===== config.mk =====
export PLATFORM = sky130hd
export DESIGN_NAME = msl_alloc_check
export DESIGN_NICKNAME = d
export VERILOG_FILES = /design/src/rtl/msl_pkg.sv /design/src/rtl/msl_class_rom.sv /design/src/rtl/msl_slot_align.sv /design/src/rtl/msl_gap_check.sv /design/src/rtl/msl_alloc_check.sv
export SDC_FILE = /design/constraint.sdc
export NUM_CORES = 1
export LEC_CHECK = 0
export ABC_AREA = 1
export BUFFER_PORTS_ARGS = -buffer_cell sky130_fd_sc_hd__buf_2
export CAP_MARGIN = 5
export CORE_AREA = 3 3 146 148
export DETAILED_ROUTE_END_ITERATION = 6
export DIE_AREA = 0 0 149 151
export GPL_ROUTABILITY_DRIVEN = 0
export GPL_TIMING_DRIVEN = 0
export PLACE_DENSITY = 0.44
export SETUP_SLACK_MARGIN = 0.05
export SYNTH_ARGS = -nofsm -noshare
export SYNTH_HDL_FRONTEND = slang
export SYNTH_HIERARCHICAL = 1
export SYNTH_SLANG_ARGS = --single-unit

===== constraint.sdc =====
create_clock -name clk -period 2.6 [get_ports clk]
set_input_delay 0.39 -clock clk [delete_from_list [all_inputs] [get_ports clk]]
set_output_delay 0.39 -clock clk [all_outputs]
set_load 0.1 [all_outputs]

===== src/rtl/msl_pkg.sv =====
package msl_pkg;
  localparam int MSL_SLOTS = 8;
  localparam int MSL_CNT_W = 4;
  localparam int MSL_GAP_W = 3;

  localparam int V_RX  = 0;
  localparam int V_TX  = 1;
  localparam int V_SUM = 2;
  localparam int V_RT  = 3;
  localparam int V_TR  = 4;
  localparam int V_CLS = 5;
  localparam int V_W   = 6;

  typedef struct packed {
    logic                 known;
    logic [MSL_CNT_W-1:0] rx_max;
    logic [MSL_CNT_W-1:0] tx_max;
    logic [MSL_CNT_W-1:0] sum_max;
    logic [MSL_GAP_W-1:0] rt_long;
    logic [MSL_GAP_W-1:0] rt_short;
    logic [MSL_GAP_W-1:0] tr_long;
    logic [MSL_GAP_W-1:0] tr_short;
  } msl_limits_t;

  function automatic logic [MSL_CNT_W-1:0] msl_popcnt(input logic [MSL_SLOTS-1:0] m);
    logic [MSL_CNT_W-1:0] c;
    c = '0;
    for (int i = 0; i < MSL_SLOTS; i++) c = c + MSL_CNT_W'(m[i]);
    return c;
  endfunction
endpackage


===== src/rtl/msl_class_rom.sv =====
module msl_class_rom
  import msl_pkg::*;
#(
  parameter int CW = 5
) (
  input  logic [CW-1:0] class_code,
  output msl_limits_t   lim
);
  function automatic msl_limits_t mk(input int rx, input int tx, input int sm,
                                     input int ta, input int tb, input int ra, input int rb);
    msl_limits_t e;
    e.known    = 1'b1;
    e.rx_max   = MSL_CNT_W'(rx);
    e.tx_max   = MSL_CNT_W'(tx);
    e.sum_max  = MSL_CNT_W'(sm);
    e.rt_long  = MSL_GAP_W'(ta);
    e.rt_short = MSL_GAP_W'(tb);
    e.tr_long  = MSL_GAP_W'(ra);
    e.tr_short = MSL_GAP_W'(rb);
    return e;
  endfunction

  always_comb begin
    case (int'(class_code))
      2:       lim = mk(2, 1, 3, 3, 2, 3, 1);
      4:       lim = mk(3, 1, 4, 3, 1, 3, 1);
      8:       lim = mk(4, 1, 5, 3, 1, 2, 1);
      10:      lim = mk(4, 2, 5, 3, 1, 2, 1);
      12:      lim = mk(4, 4, 5, 2, 1, 2, 1);
      default: lim = '0;
    endcase
  end
endmodule


===== src/rtl/msl_slot_align.sv =====
module msl_slot_align #(
  parameter int NSLOT = 8,
  parameter int SHIFT = 3
) (
  input  logic [NSLOT-1:0] ul_map,
  output logic [NSLOT-1:0] tl_map
);
  for (genvar k = 0; k < NSLOT; k++) begin : g_pos
    assign tl_map[(k + SHIFT) % NSLOT] = ul_map[k];
  end
endmodule


===== src/rtl/msl_gap_check.sv =====
module msl_gap_check #(
  parameter int NSLOT = 8,
  parameter int LW    = 3
) (
  input  logic [NSLOT-1:0] from_map,
  input  logic [NSLOT-1:0] to_map,
  input  logic [LW-1:0]    min_gap,
  output logic             too_close
);
  // A gap of g idle slots means distance g+1; any distance <= min_gap fails.
  always_comb begin
    too_close = 1'b0;
    for (int d = 0; d < NSLOT; d++) begin
      if (d <= int'(min_gap)) begin
        for (int i = 0; i < NSLOT; i++) begin
          if (from_map[i] && to_map[(i + d) % NSLOT]) too_close = 1'b1;
        end
      end
    end
  end
endmodule


===== src/rtl/msl_alloc_check.sv =====
module msl_alloc_check
  import msl_pkg::*;
#(
  parameter int NSLOT    = MSL_SLOTS,
  parameter int UL_SHIFT = 3,
  parameter int NCELL    = 6,
  parameter int CW       = 5,
  localparam int SW      = $clog2(NSLOT),
  localparam int CIW     = $clog2(NCELL)
) (
  input  logic             clk,
  input  logic             rst_n,
  input  logic             frame_stb,
  input  logic [CW-1:0]    class_code,
  input  logic [NSLOT-1:0] rx_map,
  input  logic [NSLOT-1:0] tx_map,
  output logic             alloc_ok,
  output logic [V_W-1:0]   viol,
  output logic             no_window,
  output logic [SW-1:0]    meas_slot,
  output logic [CIW-1:0]   meas_cell
);
  msl_limits_t      lim;
  logic [NSLOT-1:0] tx_tl;
  logic [NSLOT-1:0] idle;
  logic [3:0]       close;
  logic [MSL_CNT_W-1:0] rx_cnt, tx_cnt;
  logic [MSL_CNT_W:0]   sum_cnt;

  logic             ok_d, win_d;
  logic [V_W-1:0]   viol_d;
  logic [SW-1:0]    slot_d;
  logic [CIW-1:0]   cell_d;

  msl_class_rom #(.CW(CW)) u_rom (.class_code(class_code), .lim(lim));

  msl_slot_align #(.NSLOT(NSLOT), .SHIFT(UL_SHIFT)) u_align (
    .ul_map(tx_map), .tl_map(tx_tl));

  // g 0: rx->tx short, 1: rx->tx long, 2: tx->rx short, 3: tx->rx long
  for (genvar g = 0; g < 4; g++) begin : g_gap
    logic [NSLOT-1:0]     src, dst;
    logic [MSL_GAP_W-1:0] lmt;
    if (g < 2) begin : g_rt
      assign src = rx_map;
      assign dst = tx_tl;
      assign lmt = (g == 0) ? lim.rt_short : lim.rt_long;
    end else begin : g_tr
      assign src = tx_tl;
      assign dst = rx_map;
      assign lmt = (g == 2) ? lim.tr_short : lim.tr_long;
    end
    msl_gap_check #(.NSLOT(NSLOT), .LW(MSL_GAP_W)) u_gap (
      .from_map(src), .to_map(dst), .min_gap(lmt), .too_close(close[g]));
  end

  assign idle    = ~(rx_map | tx_tl);
  assign rx_cnt  = msl_popcnt(rx_map);
  assign tx_cnt  = msl_popcnt(tx_tl);
  assign sum_cnt = {1'b0, rx_cnt} + {1'b0, tx_cnt};

  always_comb begin
    viol_d = '0;
    if (!lim.known) begin
      viol_d[V_CLS] = 1'b1;
    end else begin
      viol_d[V_RX]  = rx_cnt > lim.rx_max;
      viol_d[V_TX]  = tx_cnt > lim.tx_max;
      viol_d[V_SUM] = sum_cnt > {1'b0, lim.sum_max};
      viol_d[V_RT]  = close[0];
      viol_d[V_TR]  = close[2];
    end
    ok_d  = lim.known && (viol_d[V_TR:V_RX] == '0);
    win_d = lim.known && (|idle) &&
            ((!close[1] && !close[2]) || (!close[0] && !close[3]));
    slot_d = '0;
    if (win_d) begin
      for (int i = NSLOT - 1; i >= 0; i--) begin
        if (idle[i]) slot_d = SW'(i);
      end
    end
    cell_d = meas_cell;
    if (win_d) cell_d = (meas_cell == CIW'(NCELL - 1)) ? '0 : meas_cell + 1'b1;
  end

  always_ff @(posedge clk or negedge rst_n) begin
    if (!rst_n) begin
      alloc_ok  <= 1'b0;
      viol      <= '0;
      no_window <= 1'b0;
      meas_slot <= '0;
      meas_cell <= '0;
    end else if (frame_stb) begin
      alloc_ok  <= ok_d;
      viol      <= viol_d;
      no_window <= !win_d;
      meas_slot <= slot_d;
      meas_cell <= cell_d;
    end
  end

  assert_badclass_R9: assert property (@(posedge clk) disable iff (!rst_n)
    viol[V_CLS] |-> (!alloc_ok && no_window));
  assert_cell_range_R8: assert property (@(posedge clk) disable iff (!rst_n)
    meas_cell < CIW'(NCELL));
  assert_cell_hold_R8: assert property (@(posedge clk) disable iff (!rst_n)
    (frame_stb && !win_d) |=> $stable(meas_cell));
  assert_hold_R11: assert property (@(posedge clk) disable iff (!rst_n)
    !frame_stb |=> ($stable(alloc_ok) && $stable(viol) && $stable(meas_slot)));
  assert_window_gap_R6: assert property (@(posedge clk) disable iff (!rst_n)
    win_d |-> (!close[0] && !close[2]));
  assert_ok_clean_R10: assert property (@(posedge clk) disable iff (!rst_n)
    alloc_ok |-> (viol == '0));
endmodule


==> impl_metrics.json, run 1 <==
{
  "synth_area_leaders": "nand2_1 40%, buf_6 15%, inv_1 7.4%, nor2_1 7.3%, dfrtp_1 7.3%",
  "row_count": 52,
  "routedWlPerCell_um": 12.3,
  "design.die.area_mm2": 0.0225,
  "crit_type": "in -> reg",
  "dp_cells": 1223,
  "stdcell_area_mm2": 0.00574,
  "grt_pass1_wl_mm": 24.6,
  "cts_made_buffers": 3,
  "arrival_ns": 4.22,
  "yosysSeqAreaShare_pct": 7.27,
  "post-route-drc-count": 0,
  "diodes": 0,
  "fp.dieW_um": 149,
  "synth-seq-cells": 14,
  "start_util_pct": 23.9,
  "grt_pass1_vias": 4684,
  "grt.total_usage_pct": 13.4,
  "max-clock-path-buffers": 2,
  "netlist_area_mm2": 0.00482,
  "violations": "setup timing",
  "power_w": 0.00233,
  "path_max_fanout": 5,
  "yosys.area.top_type": "nand2_1",
  "cp-start-kind": "input pin",
  "worstSetupEndpointType": "register",
  "root_buffer": "clkbuf_16",
  "drive_gt1_share_pct": 19.9,
  "r2r_slack_ns": 1.65,
  "core_area_mm2": 0.0202,
  "cts_sinks": 14,
  "min_period_ns": 4.07,
  "p_per_area_mw_per_mm2": 405,
  "fin_cells": 1237,
  "synth_cell_types": 29,
  "outcome": "complete, but fails checks",
  "grt_setup_unrepaired": "true",
  "worst_slack_ns": -1.47,
  "viasPerCell": 4.07,
  "fin_worst_skew_ns": 0.0000725,
  "yosys_warnings": 6,
  "synth_edf_count": 0,
  "pin_count": 38,
  "irDropWorstVdd_v": 0.000259,
  "fin_crit_sh_pct": 156,
  "max_freq_mhz": 246,
  "syn_avg_cell_area_um2": 5.26,
  "required_ns": 2.76,
  "p_leak_nw": 3.41,
  "cts_tree": "done",
  "ys_top_cells_by_count": "515 x nand2_1, 95 x inv_1, 94 x nor2_1, 64 x buf_6",
  "fin_util_pct": 28.5,
  "first_iter_violations": 273,
  "fin_nets": 1024,
  "clk_pin_slew_ns": 0.04,
  "vias": 5036,
  "syn_to_final_growth_pct": 19.1,
  "antenna_left": 0,
  "place_area_mm2": 0.00536,
  "synth_most_common_cell": "nand2_1",
  "yosysTopAreaCellShare_pct": 40.1,
  "antenna_found_initial": 0,
  "clock_latency_ns": 0.23,
  "hold_violations": 0,
  "maxCapViolCount": 0,
  "ys.flop_type": "dfrtp_1",
  "portBuffers": 29,
  "setup_viol": 4,
  "grt_remaining_overflow": 0,
  "synthArstFlopShare_pct": 100,
  "dp_hpwl_mm": 11.6,
  "slew_viol_final": 0,
  "grt_max_degree": 15,
  "die_h_um": 151,
  "first_pass_iters": 4,
  "syn_inst": 917,
  "cts_max_level": 1,
  "hp-class": "in -> async",
  "routed_wl_mm": 15.2
}
==> placed cells by master, fill, tap and decap left out, drive strengths merged <==
master  Yosys  layout
xnor2       3       3
nand3      15      15
a21boi      1       1
clkinv      1       1
o21ai      14      14
or2         1       1
dfrtp      14      14
a21oi       8       8
nand2     530     530
nand4       4       4
nor3        5       5
a22o        2       2
clkbuf      0       3
a31oi       1       1
ha         22      22
conb        1       8
inv        98      98
xor2        3       3
buf        86     126
fa          9       9
nor2       99      99
==> final cells by class <==
cell class,instances,area [µm²]
fillers,2321,14400
multi-input cells,725,3410
plain buffers,86,918
inverters,99,382
flip-flops and latches,14,350
well taps,270,338
repair buffers,40,273
clock buffers,3,75.1
==> where the power goes <==
group	leakage [nW]	total, W	switching (W)	internal [W]
Clock	0.0370	0.000275	0.0000746	0.000200
Sequential	0.178	0.000236	0.00000621	0.000230
Combinational	3.19	0.00182	0.00102	0.000793
==> repair_timing <==
action,in CTS,in global routing
resized for setup,32,23
endpoints found under the setup margin,10,10
buffers inserted,6,5
hold buffers,0,0
pin swaps,15,16
cloned,0,0
==> worst paths after layout <==
kind,start,end,depth (start not counted)
setup / recovery,tx_map[5],viol[2],17
hold / removal,rst_n,viol[0],1
setup reg to reg,meas_cell[0],meas_cell[2],4
hold reg to reg,viol[1],viol[1],2
max in group asynchronous,rst_n,meas_slot[2],1
min in group clk,frame_stb,viol[1],3
==> sequential cells by signal, indices dropped and copies added, names as in the netlist <==
signal	count
no_window	1
meas_slot	3
meas_cell	3
viol	6
alloc_ok	1
==> critical path, stage by stage <==
cell and delay [ns]:
buf_12 0.09, inv_4 0.03, fa_1 0.56, fa_1 0.43, fa_1 0.51, inv_2 0.05, ha_4 0.16, fa_2 0.60
inv_2 0.06, fa_2 0.41, xnor2_2 0.15, ha_1 0.28, nand2_2 0.09, nor2_1 0.06, nor2_2 0.13, nand2_1 0.06
a31oi_1 0.16
==> metal layers <==
metal | global-route usage (%) | wire length [µm]
met2 | 21.9 | 6680
met1 | 19.9 | 8030
met4 | 1.42 | 148
met3 | 0.838 | 375
met5 | 0 | 0
==> metrics by stage <==
| step | TNS [ns] | hold slack [ns] | setup WS [ns] |
|---|---|---|---|
| finish | -4.67 | 0.0474 | -1.47 |
| global route | -5.33 | 0.0690 | -1.66 |
| CTS | -5.06 | 0.0509 | -1.58 |
| detailed placement | -7.87 | 0.301 | -1.96 |
| global placement | -8.46 | 0.305 | -2.00 |
| floorplan | -4.60 | 0.0944 | -1.52 |
==> cells by family after synthesis <==
family                     share of synthesized area [%]
AOI/OAI and AO/OA                                   3.01
adders and majority gates                           9.44
other                                             0.0778
and+or+nand+nor                                     53.0
DFF                                                 7.27
xor gates and xnor gates                            1.09
buffers and inverters                               26.1
Note: power is estimated with default switching activity, not from simulation.
==> inputs of run 2 (changes only) <==
CORE_AREA = 3 3 114 116   (was 3 3 146 148)
DIE_AREA = 0 0 117 119   (was 0 0 149 151)
PLACE_DENSITY = 0.61   (was 0.44)
==> run 2 against run 1 <==
  * The flow still finishes with violations (setup timing)
  * Total power is 0.95% higher
  * Register-to-register slack hardly changed
  * Utilization is 19 points higher
  * Flip-flop and latch count stayed put
  * Non-clock buffer count is 9 higher
  * Fmax is 0.63% higher
  * Worst hold slack worse by 0.013 ns
  * Critical path depth is 3 higher
  * Global-route usage is 6.4 points higher
  * Sequential power hardly changed
  * Combinational power hardly changed
  * Critical endpoint unchanged
  * Highest routed layer unchanged
==> impl_metrics.json, run 2 (synthesis results as in run 1) <==
{
  "diodes": 0,
  "violations": "setup timing",
  "start_util_pct": 40.1,
  "power_frac_comb_pct": 76.3,
  "stdcell_area_mm2": 0.00570,
  "nFillCells": 1345,
  "top_regs": "viol: 6 flops, meas_cell: 3 flops, meas_slot: 3 flops",
  "fin_worst_skew_ns": 0.0000398,
  "antenna_left": 0,
  "p_sw_w": 0.00109,
  "cts_max_level": 1,
  "max_freq_mhz": 247,
  "required_ns": 2.76,
  "grt_max_degree": 15,
  "r2r_slack_ns": 1.66,
  "routedWlPerCell_um": 12.0,
  "slew_viol_final": 0,
  "worstSetupEndpointType": "register",
  "regMostFlops": "viol",
  "p_leak_nw": 3.45,
  "dp_cells": 1100,
  "row_count": 40,
  "p_clk_share_pct": 13.7,
  "antenna_found_initial": 0,
  "hp-class": "in -> async",
  "viasPerCell": 4.60,
  "power_w": 0.00235,
  "cp-start-kind": "input pin",
  "ff2ff_path_depth": 4,
  "worst_slack_ns": -1.44,
  "fin_cells": 1124,
  "drive_gt1_share_pct": 20.8,
  "grt.total_usage_pct": 19.8,
  "final_common_cell": "nand2_1",
  "max-clock-path-buffers": 2,
  "setup_viol": 4,
  "root_buffer": "clkbuf_16",
  "maxCapViolCount": 0,
  "place_area_mm2": 0.00520,
  "post-route-drc-count": 0,
  "clk_pin_slew_ns": 0.05,
  "portBuffers": 29,
  "grt_pass1_vias": 4654,
  "dp_hpwl_mm": 10.1,
  "first_iter_violations": 443,
  "pin_count": 38,
  "syn_to_final_growth_pct": 18.2,
  "reg2reg_from": "meas_cell[0]",
  "routed_wl_mm": 13.5,
  "grt_pass1_wl_mm": 22.8,
  "first_pass_iters": 5,
  "largest_register_ffs": 6,
  "outcome": "complete, but fails checks",
  "min_period_ns": 4.04,
  "r2r-end": "meas_cell[2]",
  "fin_tns_setup_ns": -4.75,
  "fin_nets": 1033,
  "hold_violations": 0,
  "fin_crit_sh_pct": 155,
  "p_per_area_mw_per_mm2": 412,
  "grt_remaining_overflow": 0,
  "internal-power_w": 0.00126,
  "path_max_fanout": 5,
  "cts_made_buffers": 3,
  "die_h_um": 119,
  "core_area_mm2": 0.0120,
  "grt_setup_unrepaired": "true",
  "irDropWorstVdd_v": 0.000312,
  "p_sw_share_pct": 46.3,
  "fin_util_pct": 47.5,
  "vias": 5175,
  "clock_latency_ns": 0.24,
  "arrival_ns": 4.20,
  "layout_common_cells": "511 x nand2_1, 93 x nor2_1, 83 x inv_1",
  "p_seq_share_pct": 10.0,
  "cts_tree": "done",
  "crit_type": "in -> reg",
  "cts_sinks": 14,
  "design.die.area_mm2": 0.0139,
  "fp.dieW_um": 117,
  "crit_start": "tx_map[0]"
}
-- run 2: changes by cell type in the layout (fill, tap and decap cells not counted), sizes merged --
cell    before  now
buf        126  135
clkbuf       3    4
-- run 2: through the flow --
stage                     setup WS (ns)  hold WS (ns)
after CTS                         -1.53        0.0452
after detailed placement          -2.03         0.298
after floorplan                   -1.52        0.0944
after global routing              -1.66        0.0490
final                             -1.44        0.0348
after global placement            -2.03         0.300
-- run 2: worst max path at each step --
stage | end | slack (ns)
3_5_place_dp | alloc_ok | -2.03
3_3_place_gp | alloc_ok | -2.03
4_1_cts | alloc_ok | -1.53
2_1_floorplan | alloc_ok | -1.52
5_1_grt | viol[2] | -1.66
6_report | viol[2] | -1.44
-- run 2: area by class of cell --
cell class                      instances  area, µm²  share of cell area, %
Buffer                                 86        923                   16.2
Inverter                               99        384                   6.74
Clock buffer                            4       88.8                   1.56
Tap cell                              147        184                   3.23
Timing Repair Buffer                   49        348                   6.10
Sequential cell                        14        350                   6.14
Multi-Input combinational cell        725       3420                   60.0
-- run 2: critical path, stage by stage --
cell and delay (ns):
buf_12 0.09, inv_4 0.03, fa_1 0.49, fa_1 0.52
fa_1 0.55, inv_2 0.05, ha_4 0.16, fa_2 0.39
xor2_4 0.18, ha_4 0.26, nand2_2 0.06, nand3_2 0.08
xor2_1 0.14, ha_1 0.32, nand2_2 0.07, inv_2 0.06
nand3_2 0.06, nand3_2 0.09, nand2_1 0.06, a31oi_1 0.15
-- run 2: per-layer routing --
metal / vias to the layer above / routed length (µm) / GRT usage, %
li1: 2773 / - / -
met1: 2263 / 6610 / 30.3
met2: 121 / 6090 / 30.7
met3: 18 / 554 / 1.12
met4: 0 / 251 / 3.37
met5: - / 0 / 0
-- run 2: repair_timing --
item,CTS,global route
pin swaps,16,27
endpoints found under the setup margin,4,4
hold buffers,0,0
resized for setup,32,27
setup buffers,8,13
-- run 2: power by group through the flow --
stage,Sequential [W],Combinational (W),Clock [W]
after floorplan,0.000324,0.00104,0
after global placement,0.000239,0.00141,0
after detailed placement,0.000239,0.00141,0
after CTS,0.000236,0.00159,0.000325
after global routing,0.000238,0.00205,0.000339
final,0.000236,0.00179,0.000321
==> inputs of run 3 (changes only) <==
GPL_TIMING_DRIVEN = default   (was 0)
==> run 3 against run 2 <==
  * The run still ends with setup timing left
  * Die area unchanged
  * Clock-buffer cell count did not move
  * Design area fell by 14%
  * First-iteration DRC count fell by 19%
  * Sequential share of layout area grew 1.0 points
  * Routed wire length decreased by 3.2%
  * Final cell count fell by 5.2%
  * Clock power down 2%
  * Via count decreased by 3.7%
  * Utilization decreased by 6.9 points
  * Highest routed layer unchanged
==> impl_metrics.json, run 3 (synthesis results as in run 1) <==
{
  "outcome": "complete, but fails checks",
  "violations": "setup timing",
  "cts_max_level": 1,
  "r2r_slack_ns": 1.67,
  "required_ns": 2.78,
  "arrival_ns": 4.30,
  "max-clock-path-buffers": 2,
  "irDropWorstVdd_v": 0.000280,
  "top_regs": "viol: 6 flops, meas_cell: 3 flops, meas_slot: 3 flops",
  "path_common_cell": "inv_2",
  "p_seq_share_pct": 10.9,
  "setup_viol": 4,
  "grt_pass1_wl_mm": 21.3,
  "reg2reg_from": "meas_cell[0]",
  "worstSetupEndpointType": "register",
  "design.die.area_mm2": 0.0139,
  "layout_common_cells": "512 x nand2_1, 94 x nor2_1, 85 x inv_1",
  "pin_count": 38,
  "crit_family": "adder cells",
  "final_common_cell": "nand2_1",
  "dp_hpwl_mm": 8.37,
  "crit_type": "in -> reg",
  "post-route-drc-count": 0,
  "worst_slack_ns": -1.53,
  "core_area_mm2": 0.0120,
  "cts_made_buffers": 3,
  "clock_latency_ns": 0.24,
  "path_buf_inv": 5,
  "syn_to_final_growth_pct": 1.14,
  "vias": 4982,
  "portBuffers": 37,
  "power_frac_comb_pct": 74.6,
  "drive_gt1_share_pct": 14.8,
  "maxCapViolCount": 0,
  "hold_violations": 0,
  "grt_remaining_overflow": 0,
  "grt.total_usage_pct": 18.4,
  "routed_wl_mm": 13.1,
  "p_per_area_mw_per_mm2": 445,
  "clk_pin_slew_ns": 0.04,
  "row_count": 40,
  "internal-power_w": 0.00113,
  "cts_sinks": 14,
  "holdWs_ns": 0.0390,
  "stdcell_area_mm2": 0.00488,
  "p_sw_w": 0.00104,
  "antenna_left": 0,
  "p_sw_share_pct": 48.0,
  "fp.dieW_um": 117,
  "crit_start": "rx_map[0]",
  "max_stage_delay_ns": 0.60,
  "viasPerCell": 4.67,
  "grt_max_degree": 34,
  "max_freq_mhz": 242,
  "path_max_fanout": 2,
  "start_util_pct": 40.1,
  "first_pass_iters": 5,
  "die_h_um": 119,
  "fin_nets": 975,
  "largest_register_ffs": 6,
  "slew_viol_final": 0,
  "endpoint": "alloc_ok",
  "fin_crit_sh_pct": 159,
  "cp_cell_sequence": "buf_2, inv_2, fa_2, fa_1, fa_1, inv_1, ha_2, inv_2, fa_2, inv_2, ha_4, nand3_1, nand3_1, xor2_1, ha_1, a21oi_1, nand3_2, a21boi_2, nand2_1, nand2_1",
  "grt_setup_unrepaired": "true",
  "cp_num_cells": 20,
  "hp-class": "in -> async",
  "cpMaxStageDelayCell": "fa_2",
  "first_iter_violations": 360,
  "r2r-end": "meas_cell[2]",
  "place_area_mm2": 0.00461,
  "ff2ff_path_depth": 4,
  "regMostFlops": "viol",
  "diodes": 0,
  "cts_tree": "done",
  "p_leak_nw": 3.05,
  "cp-start-kind": "input pin",
  "nFillCells": 1328,
  "routedWlPerCell_um": 12.3,
  "min_period_ns": 4.13,
  "antenna_found_initial": 0,
  "fin_worst_skew_ns": 0.000148,
  "root_buffer": "clkbuf_16",
  "fin_tns_setup_ns": -4.98,
  "p_clk_share_pct": 14.5,
  "grt_pass1_vias": 4405
}
-- run 3: worst min path at each step --
| stage | endpoint | slack [ns] |
|---|---|---|
| after floorplan | alloc_ok | 0.09 |
| after global placement | meas_cell[2] | 0.30 |
| after detailed placement | meas_cell[2] | 0.30 |
| after CTS | meas_cell[2] | 0.04 |
| after global routing | meas_cell[0] | 0.06 |
| final | meas_cell[1] | 0.04 |
-- run 3: metal layers --
layer  up-vias  track usage, %  wire length [µm]
met5         -               0                 0
met3        19            1.78               736
met2       148            30.1              6080
li1       2643               -                 -
met1      2172            26.2              6050
met4         0            4.01               198
-- run 3: final cells by class --
type | instances | area (µm²) | share of cell area (%)
Inverter | 99 | 377 | 7.72
Clock buffer | 4 | 88.8 | 1.82
Tap cell | 147 | 184 | 3.77
Sequential cell | 14 | 350 | 7.18
Timing Repair Buffer | 77 | 524 | 10.7
Multi-Input combinational cell | 725 | 3350 | 68.8
-- run 3: metrics by stage --
step	util [%]	power, W	cells	setup WS (ns)
2_1_floorplan	-	0.00137	924	-1.52
3_3_place_gp	38.4	0.00161	1057	-1.76
3_5_place_dp	38.4	0.00163	1057	-1.79
4_1_cts	39.7	0.00203	1063	-1.45
5_1_grt	40.6	0.00241	1066	-1.68
6_report	40.6	0.00217	1066	-1.53
-- run 3: power by group through the flow --
stage                     Clock [W]  Sequential, W  Combinational, W
final                      0.000315       0.000237           0.00162
after global routing       0.000335       0.000238           0.00184
after CTS                  0.000323       0.000236           0.00147
after detailed placement          0       0.000239           0.00139
after global placement            0       0.000240           0.00137
after floorplan                   0       0.000324           0.00104
-- run 3: repair_timing --
item | 4_1_cts | 5_1_grt
pin swaps | 9 | 12
hold buffers | 0 | 0
buffers inserted | 2 | 4
gates resized for setup | 16 | 17
setup endpoints to repair | 4 | 4
